File: src/rtl/msi_spi_frame.sv
module msi_spi_frame #(
  parameter int unsigned BASE_OFS = 0,
  parameter int unsigned LINES    = 64
) (
  input  logic             clk,
  input  logic             rst,
  input  logic [11:0]      reg_addr,
  input  logic             reg_wen,
  input  logic             reg_ren,
  input  logic [31:0]      reg_wdata,
  input  logic [2:0]       reg_size,
  output logic [31:0]      reg_rdata,
  output logic [LINES-1:0] irq_pulse,
  output logic             acc_err
);
  localparam int unsigned FIRST = BASE_OFS + 32;
  localparam logic [11:0] OFS_TYPE  = 12'h008;
  localparam logic [11:0] OFS_BELL  = 12'h040;
  localparam logic [11:0] OFS_IDENT = 12'hFCC;
  localparam logic [11:0] OFS_IDLO  = 12'hFD0;
  localparam logic [31:0] TYPE_VAL  = (32'(FIRST) << 16) | 32'(LINES);
  localparam logic [31:0] IDENT_VAL = 32'h51 << 20;

  if (LINES < 1 || LINES > 128) begin : g_bad_lines
    $error("line count out of range");
  end
  if (FIRST > 1020 - LINES) begin : g_bad_base
    $error("interrupt window passes ID 1020");
  end

  wire unused_hi = ^reg_wdata[31:10];

  wire [10:0] id     = {1'b0, reg_wdata[9:0]};
  wire [10:0] rel    = id - 11'(FIRST);
  wire        in_win = (id >= 11'(FIRST)) && (rel < 11'(LINES));
  wire        wsz_ok = (reg_size == 3'd2) || (reg_size == 3'd4);
  wire        is_bell = reg_addr == OFS_BELL;
  wire        fire   = reg_wen && is_bell && wsz_ok && in_win;
  wire        werr   = reg_wen && !(is_bell && wsz_ok);

  logic        rd_hit;
  logic [31:0] rd_val;
  always_comb begin
    rd_hit = 1'b1;
    rd_val = '0;
    if (reg_addr == OFS_TYPE)                            rd_val = TYPE_VAL;
    else if (reg_addr == OFS_IDENT)                      rd_val = IDENT_VAL;
    else if (reg_addr >= OFS_IDLO && reg_addr[1:0] == 2'b00) rd_val = '0;
    else                                                 rd_hit = 1'b0;
  end

  wire rd_ok = reg_ren && (reg_size == 3'd4) && rd_hit;
  wire rerr  = reg_ren && !((reg_size == 3'd4) && rd_hit);

  always_ff @(posedge clk) begin
    if (rst) begin
      irq_pulse <= '0;
      reg_rdata <= '0;
      acc_err   <= 1'b0;
    end else begin
      irq_pulse <= fire ? ({{(LINES-1){1'b0}}, 1'b1} << rel) : '0;
      reg_rdata <= rd_ok ? rd_val : '0;
      acc_err   <= werr | rerr;
    end
  end

  AST_PULSE_ONEHOT: assert property (@(posedge clk) disable iff (rst)
    $onehot0(irq_pulse));
  AST_PULSE_AFTER_BELL: assert property (@(posedge clk) disable iff (rst)
    (|irq_pulse) |-> $past(reg_wen && reg_addr == OFS_BELL));
  AST_PULSE_SIZE_OK: assert property (@(posedge clk) disable iff (rst)
    (|irq_pulse) |-> $past(reg_size == 3'd2 || reg_size == 3'd4));
  AST_PULSE_ONE_CYCLE: assert property (@(posedge clk) disable iff (rst)
    !$past(reg_wen) |-> (irq_pulse == '0));
  AST_RDATA_IDLE: assert property (@(posedge clk) disable iff (rst)
    !$past(reg_ren) |-> (reg_rdata == '0));
  AST_ERR_NEEDS_ACCESS: assert property (@(posedge clk) disable iff (rst)
    acc_err |-> $past(reg_wen || reg_ren));
endmodule

File: config.mk
export PLATFORM = sky130hd
export DESIGN_NAME = msi_spi_frame
export DESIGN_NICKNAME = d
export VERILOG_FILES = /design/src/rtl/msi_spi_frame.sv
export SDC_FILE = /design/constraint.sdc
export NUM_CORES = 1
export LEC_CHECK = 0
export ABC_AREA = 1
export BUFFER_PORTS_ARGS = -buffer_cell sky130_fd_sc_hd__buf_2
export CORE_ASPECT_RATIO = 0.9
export CORE_MARGIN = 2
export CORE_UTILIZATION = 40
export CTS_CLUSTER_SIZE = 28
export DETAILED_ROUTE_END_ITERATION = 10
export PLACE_DENSITY = 0.8
export REMOVE_ABC_BUFFERS = 1
export SLEW_MARGIN = 20
export SYNTH_ARGS = -nofsm -noshare
export SYNTH_HDL_FRONTEND = slang
export SYNTH_SLANG_ARGS = --single-unit
File: constraint.sdc
create_clock -name clk -period 1.9 [get_ports clk]
set_clock_uncertainty 0.05 [all_clocks]
set_input_delay 0.38 -clock clk [delete_from_list [all_inputs] [get_ports clk]]
set_output_delay 0.38 -clock clk [all_outputs]
set_load 0.01 [all_outputs]
==> metrics.csv, run 1 <==
stage;metric;value;unit
sta;worst_slew_margin_rel;63.6;%
floorplanning;rows;27;
power;clkPwrFrac;47.5;%
worst_setup_path;crit_chain;buf_2 -> inv_2 -> ha_1 -> nand2_1 -> nand2_1 -> nor2_2 -> nand3_2 -> nor2_2 -> nand3_4 -> buf_12 -> nor2_1;
layout;fin_nets;431;
synthesis;synth_top_area_share;54.5;%
global_routing;first_global_vias;1878;
worst_setup_path;arrival;1.72;ns
clock_network;cts_tree;yes;
floorplanning;dieHeight;78.4;um
drt;drc;0;
layout;fin_cells;456;
drt;vias;2042;
synthesis;synthTopCellsByArea;dfxtp_1 (55%), nor2_1 (12%), buf_4 (9.5%), nand4_1 (4.6%), nand2_1 (3.2%);
layout;drive_above_1_share;36.7;%
clock_network;cts_buffers;9;
sta;min_period_over_period;79.4;%
synthesis;ys_ff_latch;67;
synthesis;netlist_top_cells_count;nor2_1 (76), dfxtp_1 (67), buf_4 (31), nand2_1 (21), nand4_1 (18);
clock_network;cts-root-buf;clkbuf_8;
worst_setup_path;worstPathMaxFanout;32;
power;vdd_drop_max;0.391;mV
layout;finalInstanceArea;3190;sq um
global_routing;grt_pass1_wl;8510;um
floorplanning;io_pins;148;
sta;tightest_slew;0.544;ns
sta;setup_tns;0;ns
power;power_frac_seq;47.5;%
flow_run;drv_cap;0;
drt;wirelength;5460;um
worst_setup_path;required;2.11;ns
worst_setup_path;slowest_stage;nor2_2;
sta;final_max_slew_viol_count;0;
layout;synthToLayoutAreaGrowth;29.7;%
synthesis;synth_edf_count;0;
placement;place_inst;440;
drt;via_per_inst;4.48;
global_routing;grt_start_max_net_pins;33;
floorplanning;die_w;86.7;um
synthesis;synth-seq-area-share;54.5;%
clock_network;post_cts_buffers;0;
power;p_switching;630;uW
worst_setup_path;max_stage_delay;0.22;ns
synthesis;post-synth-top-area-cell;dfxtp_1;
clock_network;cts.sinks;67;
synthesis;ys_warn_count;0;
worst_setup_path;cp_num_buf_inv;3;
worst_hold_path;hold_path.class;in2reg;
synthesis;ys.flop_type;dfxtp_1;
synthesis;syn_avg_cell_area;8.94;sq um
synthesis;yosysMostFrequentCell;nor2_1;
floorplanning;dieArea;6790;sq um
placement;gp_congestion;0.802;
layout;nFillCells;547;
drt;drt-pass1-iter-count;4;
placement;dp_hpwl;3870;um
power;p_per_area;928;nW/um^2
power;combPwrFrac;5.0;%
floorplanning;core_area;6050;sq um
outcome;status;finished clean;
clock_network;htree_levels;3;
synthesis;netlist_area;2460;sq um
sta;setup_viol;0;
clock_network;clkTransAtPathRegs;0.07;ns
clock_network;ctsResizeCount;0;
worst_setup_path;critPathLaunchType;input port;
sta;hold_viol_final;0;
drt;dr.first_iter.drc_count;55;
layout;n_antenna_cell;0;
power;sw_frac_of_total;21.3;%
sta;min_period;1.51;ns
synthesis;netlist_instances;275;
worst_setup_path;end_kind;flip-flop;
placement;placed_cell_area;2950;sq um
drt;ant_nets;0;
worst_setup_path;path_class;in2reg;
power;p_leak;0.00150;uW
placement;port_buffers;98;
sta;rsz0062_at_grt;false;
global_routing;grtUsageTotal;16.5;%
drt;wl_per_cell;12.0;um
clock_network;clockBufferDepth;2;
floorplanning;start_util;40.7;%
global_routing;antenna_found_initial;0;
synthesis;synthArstFlopShare;0;%
power;internal-power;2330;uW
sta;fmax;0.663;GHz
clock_network;cts_hold_buf;0;
worst_setup_path;path_delay_family;simple AND/OR/NAND/NOR gates;
synthesis;yosysUniqueCellTypes;25;
global_routing;gr-total-overflow;0;
==> final timing paths <==
check                     from            end  slack (ns)  cells past startpoint
setup / recovery  reg_wdata[5]  irq_pulse[23]        0.39                     11
hold / removal         reg_wen        acc_err        0.27                      3
==> kinds of logic (layout without fill, tap and decap cells) <==
kind of cell / Yosys count / count (layout) / share of synthesized area [%]
compound gates: 1 / 1 / 0.305
xor+xnor: 1 / 1 / 0.356
fa+ha+maj: 1 / 1 / 0.509
buf+inv: 54 / 137 / 14.8
flops: 67 / 67 / 54.5
other cells: 1 / 27 / 0.152
simple gates: 150 / 150 / 29.3
==> routing by layer <==
metal / global-route usage, % / part of all wire (%)
met1: 17.8 / 42
met2: 29.7 / 49
met5: 0 / 0
met3: 3.79 / 7.0
met4: 8.75 / 1.9
==> final cells by class <==
cell class                      count  area (sq um)  area share (%)
Clock buffer                       10           128            4.00
Clock inverter                      6           114            3.57
Inverter                           13          48.8            1.53
Multi-Input combinational cell    180           852            26.7
Sequential cell                    67          1340            42.1
Tap cell                           72          90.1            2.82
Timing Repair Buffer              108           616            19.3
==> sequential cells by signal, summed over array words and instances (netlist names) <==
register / flops
irq_pulse: 64
acc_err: 1
reg_rdata: 2
==> worst min-delay path, cell delays in order <==
cell,delay [ns]
buf_2,0.09
o211ai_1,0.09
nand2_1,0.06
==> per-stage QoR <==
stage | worst slack (ns) | utilization (%) | hold WS, ns | power [uW]
floorplan | 0.260 | - | 0.483 | 1510
global placement | 0.125 | 48.7 | 0.608 | 1580
detailed placement | 0.0389 | 48.7 | 0.609 | 1590
CTS | 0.395 | 52.7 | 0.255 | 2980
global route | 0.281 | 52.7 | 0.293 | 3050
finish | 0.392 | 52.7 | 0.268 | 2960
==> power groups by stage <==
stage / clock (uW) / sequential [uW] / combinational (uW)
global route: 1480 / 1400 / 168
floorplan: 0 / 1440 / 73.8
finish: 1400 / 1410 / 149
detailed placement: 0 / 1440 / 148
CTS: 1430 / 1410 / 149
global placement: 0 / 1440 / 144
==> placed cells by master, fill, tap and decap left out, drive strengths merged <==
master      n
buf       108
nor2       85
dfxtp      67
conb       27
nand2      21
nand4      18
nand3      18
inv        12
clkbuf     10
bufinv      3
or2         3
nor3b       2
nor3        2
clkinvlp    2
clkinv      2
nand3b      1
xor2        1
o211ai      1
ha          1
No activity file was read; power rests on OpenSTA's default activity.
==> run 2: changes to the inputs <==
--- a/config.mk
+++ b/config.mk
@@ -5,14 +5,14 @@
 export SDC_FILE = /design/constraint.sdc
 export NUM_CORES = 1
 export LEC_CHECK = 0
-export ABC_AREA = 1
+export ABC_AREA = 0
 export BUFFER_PORTS_ARGS = -buffer_cell sky130_fd_sc_hd__buf_2
 export CORE_ASPECT_RATIO = 0.9
 export CORE_MARGIN = 2
 export CORE_UTILIZATION = 40
 export CTS_CLUSTER_SIZE = 28
 export DETAILED_ROUTE_END_ITERATION = 10
-export PLACE_DENSITY = 0.8
+export PLACE_DENSITY = 0.76
 export REMOVE_ABC_BUFFERS = 1
 export SLEW_MARGIN = 20
 export SYNTH_ARGS = -nofsm -noshare
==> constraint.sdc (replaced) <==
create_clock -name clk -period 1.4 [get_ports clk]
set_clock_uncertainty 0.05 [all_clocks]
set_input_delay 0.28 -clock clk [delete_from_list [all_inputs] [get_ports clk]]
set_output_delay 0.28 -clock clk [all_outputs]
set_load 0.01 [all_outputs]
==> metrics.csv, run 2 <==
stage;metric;value;unit;change
power;vdd_drop_max;0.537;mV;was 0.391 mV
layout;fin_util;54.6;%;was 52.7%
synthesis;netlist_top_cells_count;dfxtp_1 (67), nand2_1 (65), nor3_2 (60), buf_4 (30), buf_6 (15);;was nor2_1 (76), dfxtp_1 (67), buf_4 (31), nand2_1 (21), nand4_1 (18)
synthesis;synth-seq-area-share;44.1;%;was 54.5%
clock_network;cts.sinks;67;;unchanged
layout;synthToLayoutAreaGrowth;34.0;%;was 29.7%
synthesis;yosysMostFrequentCell;dfxtp_1;;was nor2_1
worst_setup_path;arrival;1.90;ns;was 1.72 ns
layout;regMostFlops;irq_pulse;;unchanged
sta;fmax;0.591;GHz;
synthesis;ys.flop_type;dfxtp_1;;unchanged
synthesis;netlist_area;3040;sq um;was 2460 sq um
floorplanning;dieArea;8320;sq um;was 6790 sq um
layout;final_cell_mix;buf_2 (95), dfxtp_1 (67), nand2_1 (65);;was buf_2 (98), nor2_1 (76), dfxtp_1 (67)
layout;drive_above_1_share;51.9;%;was 36.7%
sta;final_max_slew_viol_count;0;;unchanged
sta;setup_viol;65;;was 0
global_routing;gr-total-overflow;0;;unchanged
synthesis;yosysUniqueCellTypes;34;;was 25
synthesis;syn_avg_cell_area;9.63;sq um;was 8.94 sq um
synthesis;ys_warn_count;0;;unchanged
drt;ant_nets;0;;unchanged
clock_network;clkTransAtPathRegs;0.07;ns;about the same
layout;largestRegisters;irq_pulse (64), reg_rdata (2), acc_err (1);;unchanged
flow_run;drv_cap;0;;unchanged
layout;fin_nets;487;;was 431
synthesis;post-synth-top-area-cell;dfxtp_1;;unchanged
sta;tightest_slew;0.601;ns;was 0.544 ns
power;p_per_area;975;nW/um^2;was 928 nW/um^2
sta;worst_slew_margin_rel;59.9;%;was 63.6%
sta;rsz0062_at_grt;true;;was false
floorplanning;start_util;40.7;%;about the same
sta;hold_viol_final;0;;unchanged
clock_network;htree_levels;3;;unchanged
worst_setup_path;critPathLaunchType;input port;;unchanged
global_routing;grtUsageTotal;17.5;%;was 16.5%
clock_network;cts_hold_buf;0;;unchanged
sta;worst_slack;-0.291;ns;was 0.392 ns
clock_network;cts-root-buf;clkbuf_8;;unchanged
floorplanning;dieHeight;86.7;um;was 78.4 um
worst_setup_path;end_kind;flip-flop;;unchanged
global_routing;grt_start_max_net_pins;43;;was 33
layout;finalInstanceArea;4080;sq um;was 3190 sq um
layout;nFillCells;689;;was 547
placement;place_ws;-0.657;ns;was 0.0389 ns
floorplanning;io_pins;148;;unchanged
synthesis;synth_top_area_share;44.1;%;was 54.5%
global_routing;grt_pass1_wl;11100;um;was 8510 um
drt;wirelength;7240;um;was 5460 um
outcome;violations;negative setup slack;;
placement;gp_congestion;0.806;;was 0.802
layout;largest_register_ff_count;64;;unchanged
clock_network;clockBufferDepth;2;;unchanged
synthesis;netlist_instances;316;;was 275
drt;vias;2523;;was 2042
drt;drc;0;;unchanged
synthesis;synthArstFlopShare;0;%;unchanged
synthesis;synth_edf_count;0;;unchanged
worst_hold_path;hold_path.class;in2reg;;unchanged
floorplanning;core_area;7470;sq um;was 6050 sq um
floorplanning;die_w;95.9;um;was 86.7 um
layout;n_antenna_cell;0;;unchanged
clock_network;cts_buffers;9;;unchanged
worst_setup_path;required;1.61;ns;was 2.11 ns
drt;dr.first_iter.drc_count;140;;was 55
global_routing;first_global_vias;2362;;was 1878
drt;wl_per_cell;13.5;um;was 12.0 um
clock_network;cts_tree;yes;;unchanged
worst_setup_path;path_class;in2reg;;unchanged
placement;port_buffers;98;;unchanged
sta;min_period_over_period;121;%;
floorplanning;rows;30;;was 27
drt;drt-pass1-iter-count;4;;unchanged
synthesis;ys_ff_latch;67;;unchanged
placement;placed_cell_area;3640;sq um;was 2950 sq um
synthesis;synthTopCellsByArea;dfxtp_1 (44%), nor3_2 (20%), nand2_1 (8.0%), buf_4 (7.4%), buf_6 (5.6%);;was dfxtp_1 (55%), nor2_1 (12%), buf_4 (9.5%), nand4_1 (4.6%), nand2_1 (3.2%)
placement;dp_hpwl;4970;um;was 3870 um
outcome;status;finished, violations left;;was finished clean
power;p_leak;0.00178;uW;was 0.00150 uW
global_routing;antenna_found_initial;0;;unchanged
layout;layout_commonest_cell;buf_2;;unchanged
worst_setup_path;worstPathMaxFanout;18;;was 32
drt;via_per_inst;4.72;;was 4.48
sta;min_period;1.69;ns;
[run 2: cell type report]
cell class                 count  area, sq um  area share [%]
sequential                    67         1340            32.9
clock buffer                   9          124            3.04
tap                           96          120            2.95
clock inverter                 7         92.6            2.27
multi-input combinational    216         1460            35.9
inverter                       4         20.0           0.491
timing repair buffer         136          913            22.4
[run 2: final timing paths]
path | from | endpoint | depth (start not counted)
min | reg_addr[1] | reg_rdata[6] | 3
max | reg_wdata[6] | irq_pulse[46] | 8
[run 2: cells by family (layout without fill, tap and decap cells)]
group	after synthesis	count (layout)	share of synthesized area (%)
AO/OA/AOI/OAI	6	6	1.44
adder cells (fa/ha/maj)	2	2	0.823
buffers and inverters	59	156	14.7
flip-flops	67	67	44.1
XOR/XNOR	1	1	0.288
AND/OR/NAND/NOR	180	180	38.5
other	1	27	0.123
[run 2: per-stage QoR]
step	hold WS, ns	total power, uW	instances	TNS (ns)
after CTS	0.155	4010	534	-15.33
after global placement	0.526	2250	514	-35.07
after global routing	0.163	4130	535	-19.86
after floorplan	0.361	2090	287	-116.95
final	0.177	3970	535	-16.06
after detailed placement	0.525	2260	514	-40.54
[run 2: report_power, final]
part           internal, uW  switching (uW)  total, uW
clock                   998             717       1710
sequential             1910            1.67       1910
combinational           141             210        351
[run 2: critical path, stage by stage]
cell       delay [ns]
buf_8            0.10
inv_6            0.05
ha_4             0.11
nor4b_4          0.19
a2111oi_2        0.10
or4b_4           0.65
buf_12           0.21
nor3_2           0.20
[run 2: repair_timing]
| action | CTS | global route |
|---|---|---|
| gates cloned | 2 | 0 |
| endpoints found under the setup margin | 65 | 65 |
| gates resized for setup | 17 | 13 |
| endpoints found under the hold margin | 0 | 0 |
| setup buffers | 2 | 2 |
| pin swaps | 12 | 10 |
[run 2: layer usage]
metal | GRT usage [%] | vias up | share of wire, %
met2 | 28.4 | 121 | 50
met1 | 21.3 | 1169 | 40
met4 | 5.58 | 0 | 1.1
met3 | 6.96 | 10 | 9.1
li1 | - | 1223 | -
met5 | 0 | - | 0
